$ cat src/rtl/gpio_pad_pkg.sv
package gpio_pad_pkg;

  typedef enum logic [1:0] {
    MODE_OFF  = 2'b00,
    MODE_PSRC = 2'b01,
    MODE_NSNK = 2'b10,
    MODE_PP   = 2'b11
  } pin_mode_e;

  typedef struct packed {
    logic p_en;
    logic n_en;
    logic oe;
    logic pu;
    logic pd;
  } pad_ctl_t;

  localparam int REG_DOUT  = 0;
  localparam int REG_DIR   = 1;
  localparam int REG_MODE0 = 2;
  localparam int REG_MODE1 = 3;
  localparam int REG_IN    = 4;
  localparam int NUM_REGS  = 5;
  localparam int NUM_RW    = 4;

endpackage

$ cat src/rtl/gpio_in_sync.sv
module gpio_in_sync #(
  parameter int W = 8
) (
  input  logic         clk,
  input  logic         rst_n,
  input  logic [W-1:0] async_in,
  output logic [W-1:0] sync_out
);

  logic [W-1:0] stage1_q;
  logic [W-1:0] stage2_q;

  always_ff @(posedge clk or negedge rst_n) begin
    if (!rst_n) begin
      stage1_q <= '0;
      stage2_q <= '0;
    end else begin
      stage1_q <= async_in;
      stage2_q <= stage1_q;
    end
  end

  assign sync_out = stage2_q;

endmodule

$ cat src/rtl/gpio_pin_mode.sv
module gpio_pin_mode
  import gpio_pad_pkg::*;
(
  input  logic     dir_in,
  input  logic     mode0,
  input  logic     mode1,
  input  logic     dout,
  output pad_ctl_t ctl
);

  pin_mode_e mode;

  assign mode = pin_mode_e'({mode1, mode0});

  always_comb begin
    ctl = '0;
    if (!dir_in) begin
      unique case (mode)
        MODE_OFF: begin
          ctl.p_en = 1'b0;
          ctl.n_en = 1'b0;
        end
        MODE_PSRC: ctl.p_en = dout;
        MODE_NSNK: ctl.n_en = ~dout;
        MODE_PP: begin
          ctl.p_en = dout;
          ctl.n_en = ~dout;
        end
        default: ctl = '0;
      endcase
      ctl.oe = ctl.p_en | ctl.n_en;
    end else begin
      ctl.pu = (mode == MODE_NSNK);
      ctl.pd = (mode == MODE_PSRC);
    end
  end

endmodule

$ cat src/rtl/gpio_pad_regs.sv
module gpio_pad_regs
  import gpio_pad_pkg::*;
#(
  parameter int NPIN   = 8,
  parameter int ADDR_W = 12,
  parameter int BASE   = 'h250
) (
  input  logic              clk,
  input  logic              rst_n,
  input  logic              bus_wr,
  input  logic              bus_size,
  input  logic [ADDR_W-1:0] bus_addr,
  input  logic [15:0]       bus_wdata,
  input  logic [NPIN-1:0]   in_levels,
  output logic [15:0]       bus_rdata,
  output logic [NPIN-1:0]   dout_q,
  output logic [NPIN-1:0]   dir_q,
  output logic [NPIN-1:0]   mode0_q,
  output logic [NPIN-1:0]   mode1_q
);

  localparam logic [ADDR_W-1:0] BASE_A = ADDR_W'(BASE);

  logic [ADDR_W-1:0] off;
  logic              in_map;
  logic [2:0]        lo_idx;
  logic [2:0]        hi_idx;
  logic              byte_wr;
  logic              half_wr;
  logic [NPIN-1:0]   rf_q [NUM_RW];
  logic [NPIN-1:0]   rf_n [NUM_RW];
  logic [7:0]        rbyte [8];

  assign off     = bus_addr - BASE_A;
  assign in_map  = (off < ADDR_W'(NUM_REGS));
  assign lo_idx  = off[2:0];
  assign hi_idx  = lo_idx + 3'd1;
  assign byte_wr = bus_wr & in_map & ~bus_size;
  assign half_wr = bus_wr & in_map & bus_size & ~off[0];

  // next-state: byte lane 0 to addressed register, lane 1 to the next one
  always_comb begin
    for (int r = 0; r < NUM_RW; r++) begin
      rf_n[r] = rf_q[r];
      if ((byte_wr || half_wr) && (lo_idx == 3'(r)))
        rf_n[r] = bus_wdata[NPIN-1:0];
      else if (half_wr && (hi_idx == 3'(r)))
        rf_n[r] = bus_wdata[8 +: NPIN];
    end
  end

  always_ff @(posedge clk or negedge rst_n) begin
    if (!rst_n) begin
      for (int r = 0; r < NUM_RW; r++) rf_q[r] <= '0;
    end else begin
      for (int r = 0; r < NUM_RW; r++) rf_q[r] <= rf_n[r];
    end
  end

  // read path
  always_comb begin
    for (int i = 0; i < 8; i++) rbyte[i] = 8'h00;
    for (int r = 0; r < NUM_RW; r++) rbyte[r][NPIN-1:0] = rf_q[r];
    rbyte[REG_IN][NPIN-1:0] = in_levels;
    bus_rdata = 16'h0000;
    if (in_map) begin
      if (!bus_size)
        bus_rdata = {8'h00, rbyte[lo_idx]};
      else if (!off[0])
        bus_rdata = {rbyte[hi_idx], rbyte[lo_idx]};
    end
  end

  assign dout_q  = rf_q[REG_DOUT];
  assign dir_q   = rf_q[REG_DIR];
  assign mode0_q = rf_q[REG_MODE0];
  assign mode1_q = rf_q[REG_MODE1];

endmodule

$ cat src/rtl/gpio_pad_ctrl.sv
module gpio_pad_ctrl
  import gpio_pad_pkg::*;
#(
  parameter int NPIN   = 8,
  parameter int ADDR_W = 12,
  parameter int BASE   = 'h250
) (
  input  logic              clk,
  input  logic              rst_n,
  input  logic              bus_wr,
  input  logic              bus_size,
  input  logic [ADDR_W-1:0] bus_addr,
  input  logic [15:0]       bus_wdata,
  output logic [15:0]       bus_rdata,
  input  logic [NPIN-1:0]   pad_in,
  output logic [NPIN-1:0]   pad_oe,
  output logic [NPIN-1:0]   pad_p_en,
  output logic [NPIN-1:0]   pad_n_en,
  output logic [NPIN-1:0]   pad_pu,
  output logic [NPIN-1:0]   pad_pd
);

  logic [1:0]      rst_sync_q;
  logic            rst_n_s;
  logic [NPIN-1:0] dout_q;
  logic [NPIN-1:0] dir_q;
  logic [NPIN-1:0] mode0_q;
  logic [NPIN-1:0] mode1_q;
  logic [NPIN-1:0] in_sync;

  // asynchronous assert, synchronous release
  always_ff @(posedge clk or negedge rst_n) begin
    if (!rst_n) rst_sync_q <= 2'b00;
    else        rst_sync_q <= {rst_sync_q[0], 1'b1};
  end
  assign rst_n_s = rst_sync_q[1];

  gpio_pad_regs #(.NPIN(NPIN), .ADDR_W(ADDR_W), .BASE(BASE)) u_regs (
    .clk       (clk),
    .rst_n     (rst_n_s),
    .bus_wr    (bus_wr),
    .bus_size  (bus_size),
    .bus_addr  (bus_addr),
    .bus_wdata (bus_wdata),
    .in_levels (in_sync),
    .bus_rdata (bus_rdata),
    .dout_q    (dout_q),
    .dir_q     (dir_q),
    .mode0_q   (mode0_q),
    .mode1_q   (mode1_q)
  );

  gpio_in_sync #(.W(NPIN)) u_sync (
    .clk      (clk),
    .rst_n    (rst_n_s),
    .async_in (pad_in),
    .sync_out (in_sync)
  );

  for (genvar g = 0; g < NPIN; g++) begin : g_pin
    pad_ctl_t ctl;
    gpio_pin_mode u_mode (
      .dir_in (dir_q[g]),
      .mode0  (mode0_q[g]),
      .mode1  (mode1_q[g]),
      .dout   (dout_q[g]),
      .ctl    (ctl)
    );
    assign pad_p_en[g] = ctl.p_en;
    assign pad_n_en[g] = ctl.n_en;
    assign pad_oe[g]   = ctl.oe;
    assign pad_pu[g]   = ctl.pu;
    assign pad_pd[g]   = ctl.pd;
  end

endmodule

$ cat config.mk
export PLATFORM = sky130hd
export DESIGN_NAME = gpio_pad_ctrl
export DESIGN_NICKNAME = d
export VERILOG_FILES = /design/src/rtl/gpio_pad_pkg.sv /design/src/rtl/gpio_in_sync.sv /design/src/rtl/gpio_pin_mode.sv /design/src/rtl/gpio_pad_regs.sv /design/src/rtl/gpio_pad_ctrl.sv
export SDC_FILE = /design/constraint.sdc
export NUM_CORES = 1
export LEC_CHECK = 0
export ABC_AREA = 1
export BUFFER_PORTS_ARGS = -buffer_cell sky130_fd_sc_hd__buf_2
export CORE_MARGIN = 3
export CORE_UTILIZATION = 55
export DETAILED_ROUTE_END_ITERATION = 8
export PLACE_DENSITY = 0.8
export SETUP_SLACK_MARGIN = 0.4
export SLEW_MARGIN = 0
export SYNTH_ARGS = -nofsm -noshare
export SYNTH_HDL_FRONTEND = slang
export SYNTH_SLANG_ARGS = --single-unit
$ cat constraint.sdc
create_clock -name clk -period 5.9 [get_ports clk]
set_input_delay 0.885 -clock clk [delete_from_list [all_inputs] [get_ports clk]]
set_output_delay 0.885 -clock clk [all_outputs]
set_load 0.03 [all_outputs]
==> results of run 1 <==
[power breakdown]
| group | switching, mW | total [mW] | leakage, nW | internal (mW) |
|---|---|---|---|---|
| Clock | 0.117 | 0.287 | 0.0683 | 0.170 |
| Sequential | 0.00901 | 0.358 | 0.656 | 0.349 |
| Combinational | 0.0476 | 0.0695 | 1.36 | 0.0218 |
| Total | 0.174 | 0.715 | 2.08 | 0.541 |
[per-layer routing]
layer	routed length (µm)	track usage, %	up-vias
li1	-	-	1692
met1	3870	34.5	1680
met2	4830	48.2	213
met3	935	5.23	38
met4	350	12.4	0
met5	0	0	-
[area by class of cell]
type | count | area, µm²
Fill cell | 502 | 1770
Multi-Input combinational cell | 328 | 1740
Sequential cell | 50 | 1250
Timing Repair Buffer | 95 | 475
Inverter | 56 | 218
Tap cell | 72 | 90.1
Clock buffer | 5 | 68.8
Clock inverter | 3 | 68.8
[layout by cell type (no fill, tap or decap), types with 3 or more instances in the layout]
cell type and n:
buf_2 95, nand3_1 85, nand2_1 75, inv_1 51
dfrtp_1 49, nor2_1 38, a21oi_1 30, o21ai_0 26
nor3_1 14, nand4_1 9, ha_1 9, a2111oi_0 8
a31oi_1 8, or2_2 6, nor2_2 5, clkbuf_8 5
o21ai_2 4, nand3_4 3
[kinds of logic after synthesis]
logic type	share of synthesized area, %
AOI/OAI and AO/OA	13.6
and+or+nand+nor	35.1
buffers and inverters	10.2
adders and majority gates	3.39
DFF	37.6
other	0.113
[how the worst min path moves through the flow]
stage / endpoint / slack [ps] / depth (start not counted) / startpoint
2_1_floorplan: rst_sync_q[1] / 330 / 0 / rst_sync_q[0]
3_5_place_dp: u_sync.sync_out[4] / 340 / 0 / u_sync.stage1_q[4]
6_report: rst_sync_q[1] / 340 / 1 / rst_n
4_1_cts: rst_sync_q[1] / 340 / 1 / rst_n
5_1_grt: rst_sync_q[1] / 330 / 1 / rst_n
3_3_place_gp: u_sync.sync_out[6] / 330 / 0 / u_sync.stage1_q[6]
[metrics by stage]
step / instances / hold WS, ps / util [%]
2_1_floorplan: 452 / 331 / -
3_3_place_gp: 601 / 332 / 66.4
3_5_place_dp: 601 / 336 / 66.4
4_1_cts: 609 / 337 / 68.9
5_1_grt: 609 / 325 / 68.9
6_report: 609 / 338 / 68.9
[registers in the layout (all words and copies together), names as in the netlist]
name / cells
u_regs.dout_q: 8
rst_sync_q: 2
u_sync.sync_out: 8
u_regs.mode0_q: 8
u_regs.dir_q: 8
u_sync.stage1_q: 8
u_regs.mode1_q: 8
[worst max-delay path, stage by stage]
cell	delay [ps]
buf_2	150
inv_1	780
ha_1	380
nor2_2	60
nor2_2	90
nand3_2	320
a2111oi_0	410
buf_2	270
==> key figures, run 1 <==
Placement
  • Port-buffer cells: 95
  • DP Area: 0.00377 mm²
  • Detail Placement HPWL: 7.02 mm
  • Routability cong.: 0.855
  • Pre-CTS setup slack: 1710 ps

Synth
  • Yosys top cell area share: 37.6%
  • Synth cell types: 32
  • Synthesized net count: 501
  • Synth top area cells: dfrtp_1 (38%), nand3_1 (13%), nand2_1 (8.5%)
  • Mapped Cells: 452
  • Ys flop type: dfrtp_1
  • Count leader, synth: nand3_1
  • EDFF count, synth: 0
  • FF+latch count, synth: 50
  • Synthesized area per cell: 7.35 µm²
  • Ys async rst share: 100%
  • Seq/Total Area, Yosys: 37.6%
  • Cell Area, Synth: 0.00332 mm²
  • Synth area leader: dfrtp_1
  • Post-synth top cells: nand3_1 (85), nand2_1 (75), inv_1 (51), dfrtp_1 (50), nor2_1 (38)
  • Yosys warning count: 0

Finish
  • N_diodes: 0
  • Synth-to-Final Area Change: 17.6%
  • Nets: 585
  • Share of layout cells above drive strength 1: 24.4%
  • Final Instance Area: 0.00391 mm²

STA
  • Final min period: 4230 ps
  • Clock skew: 5.83 ps
  • RSZ-0062 raised after global routing: false
  • # setup viols final: 0
  • Highest Clock Rate: 236 MHz
  • Final Hold Vio Count: 0
  • Setup TNS: 0 ps
  • Pins Over Slew Limit: 0
  • Max-slew headroom: 29.0%
  • Worst slew pin tran: 1060 ps
  • Period utilization: 71.8%
  • PnR worst setup slack: 1670 ps

Setup path
  • Reg-to-Reg Start: rst_sync_q[1]
  • Worst setup EP type: output pin
  • Worst path required time: 5020 ps
  • Worst setup endpoint: bus_rdata[14]
  • FF-to-FF setup slack: 4790 ps
  • Critical path class: primary input to output pin
  • Worst setup SP type: primary input
  • R2R depth: 0
  • WP data arrival: 3350 ps
  • RR Endpoint: u_sync.stage1_q[5]
  • CP Launch Point: bus_addr[0]
  • Crit-path max FO: 42

Detailed routing
  • Antenna Nets Post-Route: 0
  • DRC Markers: 0
  • Initial DRC count: 431
  • Vias/cell: 5.95
  • Via count: 3,623
  • Routed WL: 9.98 mm
  • Drt pass-1 iters: 7
  • Average wire per standard cell: 16.4 µm

Power and ir drop
  • Worst vdd ir: 0.000129 V
  • Final Total Pwr: 0.715 mW
  • Pwr/cell area: 183 mW/mm²
  • Leakage: 2.08 nW

Floorplan
  • Die Wd: 83.7 µm
  • Die area: 0.00701 mm²
  • Die height: 83.7 µm
  • Starting density of the core: 58.6%
  • # rows: 27
  • IO Count: 96
  • Core area: 0.00568 mm²

GRT
  • Total gr overflow: 0
  • First-pass GRT wire length: 16.1 mm
  • Vias in the first global route: 3,389
  • Tot GR Track Use: 28.2%
  • Largest net degree at the start of global routing: 49
  • Initial antenna violation count: 0

Clock tree
  • Hold-fix buffers at CTS: 0
  • Bufs on Longest Clock Path: 2
  • Clock sinks: 50
  • CTS Buf Count: 5
  • Setup Buffers After CTS: 0
  • CTS clk-pin slew, worst paths: 90 ps
  • Root Buffer: clkbuf_8
  • CTS resizes: 0
  • CTS tree: done
  • Worst-skew pair later-pin latency: 310 ps
  • H-Tree Depth: 2

Flow run
  • Max cap viols: 0

Status
  • Status: complete, no violations

Hold path
  • Worst hold path type: primary input to async pin
(Power assumes the default switching activity.)
==> run 2, diff against run 1 <==
Settings changed: CORE_UTILIZATION 55 to 47, PLACE_DENSITY 0.8 to 0.72.
Clock period 5.9 ns to 3.7 ns, I/O delays scaled along.
==> run 2 against run 1 <==
Non-clock buffer count is 9 higher. Global-route usage decreased by 2.9 points. Clock power is 36% higher. Setup slack got worse by 1200 ps. First-iteration DRC count shrank 11%. Combinational power is 68% higher. Routed wire length is 3.6% higher. Core utilization is 10 points lower. Clock skew decreased by 3.2 ps. Via count is 2.3% lower. Largest cell class unchanged.
==> key figures, run 2 (synthesized netlist as in run 1, its figures left out) <==
Placement
  • Routability cong.: 0.843
  • Port-buffer cells: 95
  • DP Area: 0.00387 mm²
  • Detail Placement HPWL: 7.54 mm

Status
  • Status: complete, no violations

Flow run
  • Max cap viols: 0

Detailed routing
  • Vias/cell: 5.51
  • DRC Markers: 0
  • Drt pass-1 iters: 5
  • Initial DRC count: 384
  • Via count: 3,538
  • Antenna Nets Post-Route: 0
  • Average wire per standard cell: 16.1 µm
  • Routed WL: 10.3 mm

Setup path
  • Slowest CP cell: a2111oi_1
  • Worst path required time: 3140 ps
  • Crit-path max FO: 12
  • CP Cell Sequence: buf_2, ha_1, ha_1, nand3_1, a2111oi_1, buf_2
  • Critical path class: primary input to output pin
  • WP data arrival: 2670 ps
  • Worst setup EP type: output pin
  • Worst setup SP type: primary input
  • CP max stage delay: 640 ps

Floorplan
  • Die Wd: 90.1 µm
  • Die height: 90.1 µm
  • Core area: 0.00683 mm²
  • Die area: 0.00812 mm²
  • # rows: 30
  • Starting density of the core: 48.7%
  • IO Count: 96

Clock tree
  • Bufs on Longest Clock Path: 2
  • CTS Buf Count: 5
  • Root Buffer: clkbuf_8
  • CTS tree: done
  • H-Tree Depth: 2
  • Worst-skew pair later-pin latency: 300 ps
  • Clock sinks: 50
  • CTS clk-pin slew, worst paths: 90 ps

Finish
  • Synth-to-Final Area Change: 20.1%
  • Reg area: 0.00125 mm²
  • Multi-input gate area: 0.00175 mm²
  • Final Util: 58.5%
  • Final Instance Area: 0.00399 mm²
  • N_diodes: 0
  • Most common cell after layout, fill and taps aside: buf_2
  • Most frequent cells in the layout: buf_2 (95), nand3_1 (85), nand2_1 (75)
  • FILL cells: 647
  • Share of layout cells above drive strength 1: 25.6%
  • Nets: 594

STA
  • Final min period: 3230 ps
  • Max-slew headroom: 28.9%
  • # setup viols final: 0
  • Period utilization: 87.2%
  • RSZ-0062 raised after global routing: false
  • Clock skew: 2.67 ps
  • Pins Over Slew Limit: 0
  • Highest Clock Rate: 310 MHz
  • Worst slew pin tran: 1070 ps
  • Setup TNS: 0 ps
  • Final Hold Vio Count: 0

Power and ir drop
  • Worst vdd ir: 0.000200 V
  • Pwr/cell area: 270 mW/mm²
  • Leakage: 2.11 nW

GRT
  • Total gr overflow: 0
  • Largest net degree at the start of global routing: 49
  • First-pass GRT wire length: 16.6 mm
  • Initial antenna violation count: 0
  • Vias in the first global route: 3,282
  • Tot GR Track Use: 25.3%

Hold path
  • Worst hold path type: primary input to flop
[run 2: cell types whose count changed in the layout (fill, tap and decap cells not counted), sizes merged]
cell and change:
inv -1, dlygate4sd3 +1, buf +8, clkinv +1
clkinvlp +1, bufinv -1
[run 2: final cells by class]
type                       count  area share, %
tap                           96           3.01
inverter                      56           5.55
multi-input combinational    328           43.7
sequential                    50           31.4
clock buffer                   5           1.72
timing repair buffer         104           13.7
clock inverter                 3           1.00
[run 2: power by group]
group / switching, mW / internal, mW / total, mW
combinational: 0.0772 / 0.0396 / 0.117
clock: 0.189 / 0.199 / 0.389
sequential: 0.0146 / 0.557 / 0.572
[run 2: layer usage]
metal	vias to the layer above	share of wire [%]	GRT usage (%)
met5	-	0	0
met4	0	1.9	8.55
met3	15	8.0	4.69
met2	161	48	42.4
met1	1645	42	32.9
li1	1717	-	-
[run 2: worst paths after layout]
kind,start,end,slack (ps),cells after the start
max,bus_addr[1],bus_rdata[13],470,6
max in group asynchronous,rst_sync_q[1],u_regs.mode0_q[1],2570,0
min,pad_in[1],u_sync.stage1_q[1],350,1
max reg2reg,rst_sync_q[1],u_regs.mode0_q[1],2570,0
min in group asynchronous,rst_sync_q[1],u_sync.sync_out[4],480,0
min reg2reg,rst_sync_q[0],rst_sync_q[1],350,0
[run 2: timing repair]
item                       in CTS  in global routing
setup endpoints to repair       0                  1
resized for setup               0                  1
hold buffers                    0                  1
hold endpoints to repair        0                  2
setup buffers                   0                  0
[run 2: stage by stage]
stage,total power [mW],worst slack (ps),instances,hold slack [ps]
2_1_floorplan,0.646,55.1,452,259
3_3_place_gp,0.693,601,633,333
3_5_place_dp,0.696,531,633,335
4_1_cts,1.08,524,641,3.69
5_1_grt,1.12,422,642,331
6_report,1.08,474,642,348
[run 2: critical path, delay by kind of cell]
| kind | cells | cell delay, ps |
|---|---|---|
| AOI/OAI and AO/OA | 1 | 640 |
| adders and majority gates | 2 | 590 |
| buffers and inverters | 2 | 470 |
| and+or+nand+nor | 1 | 420 |
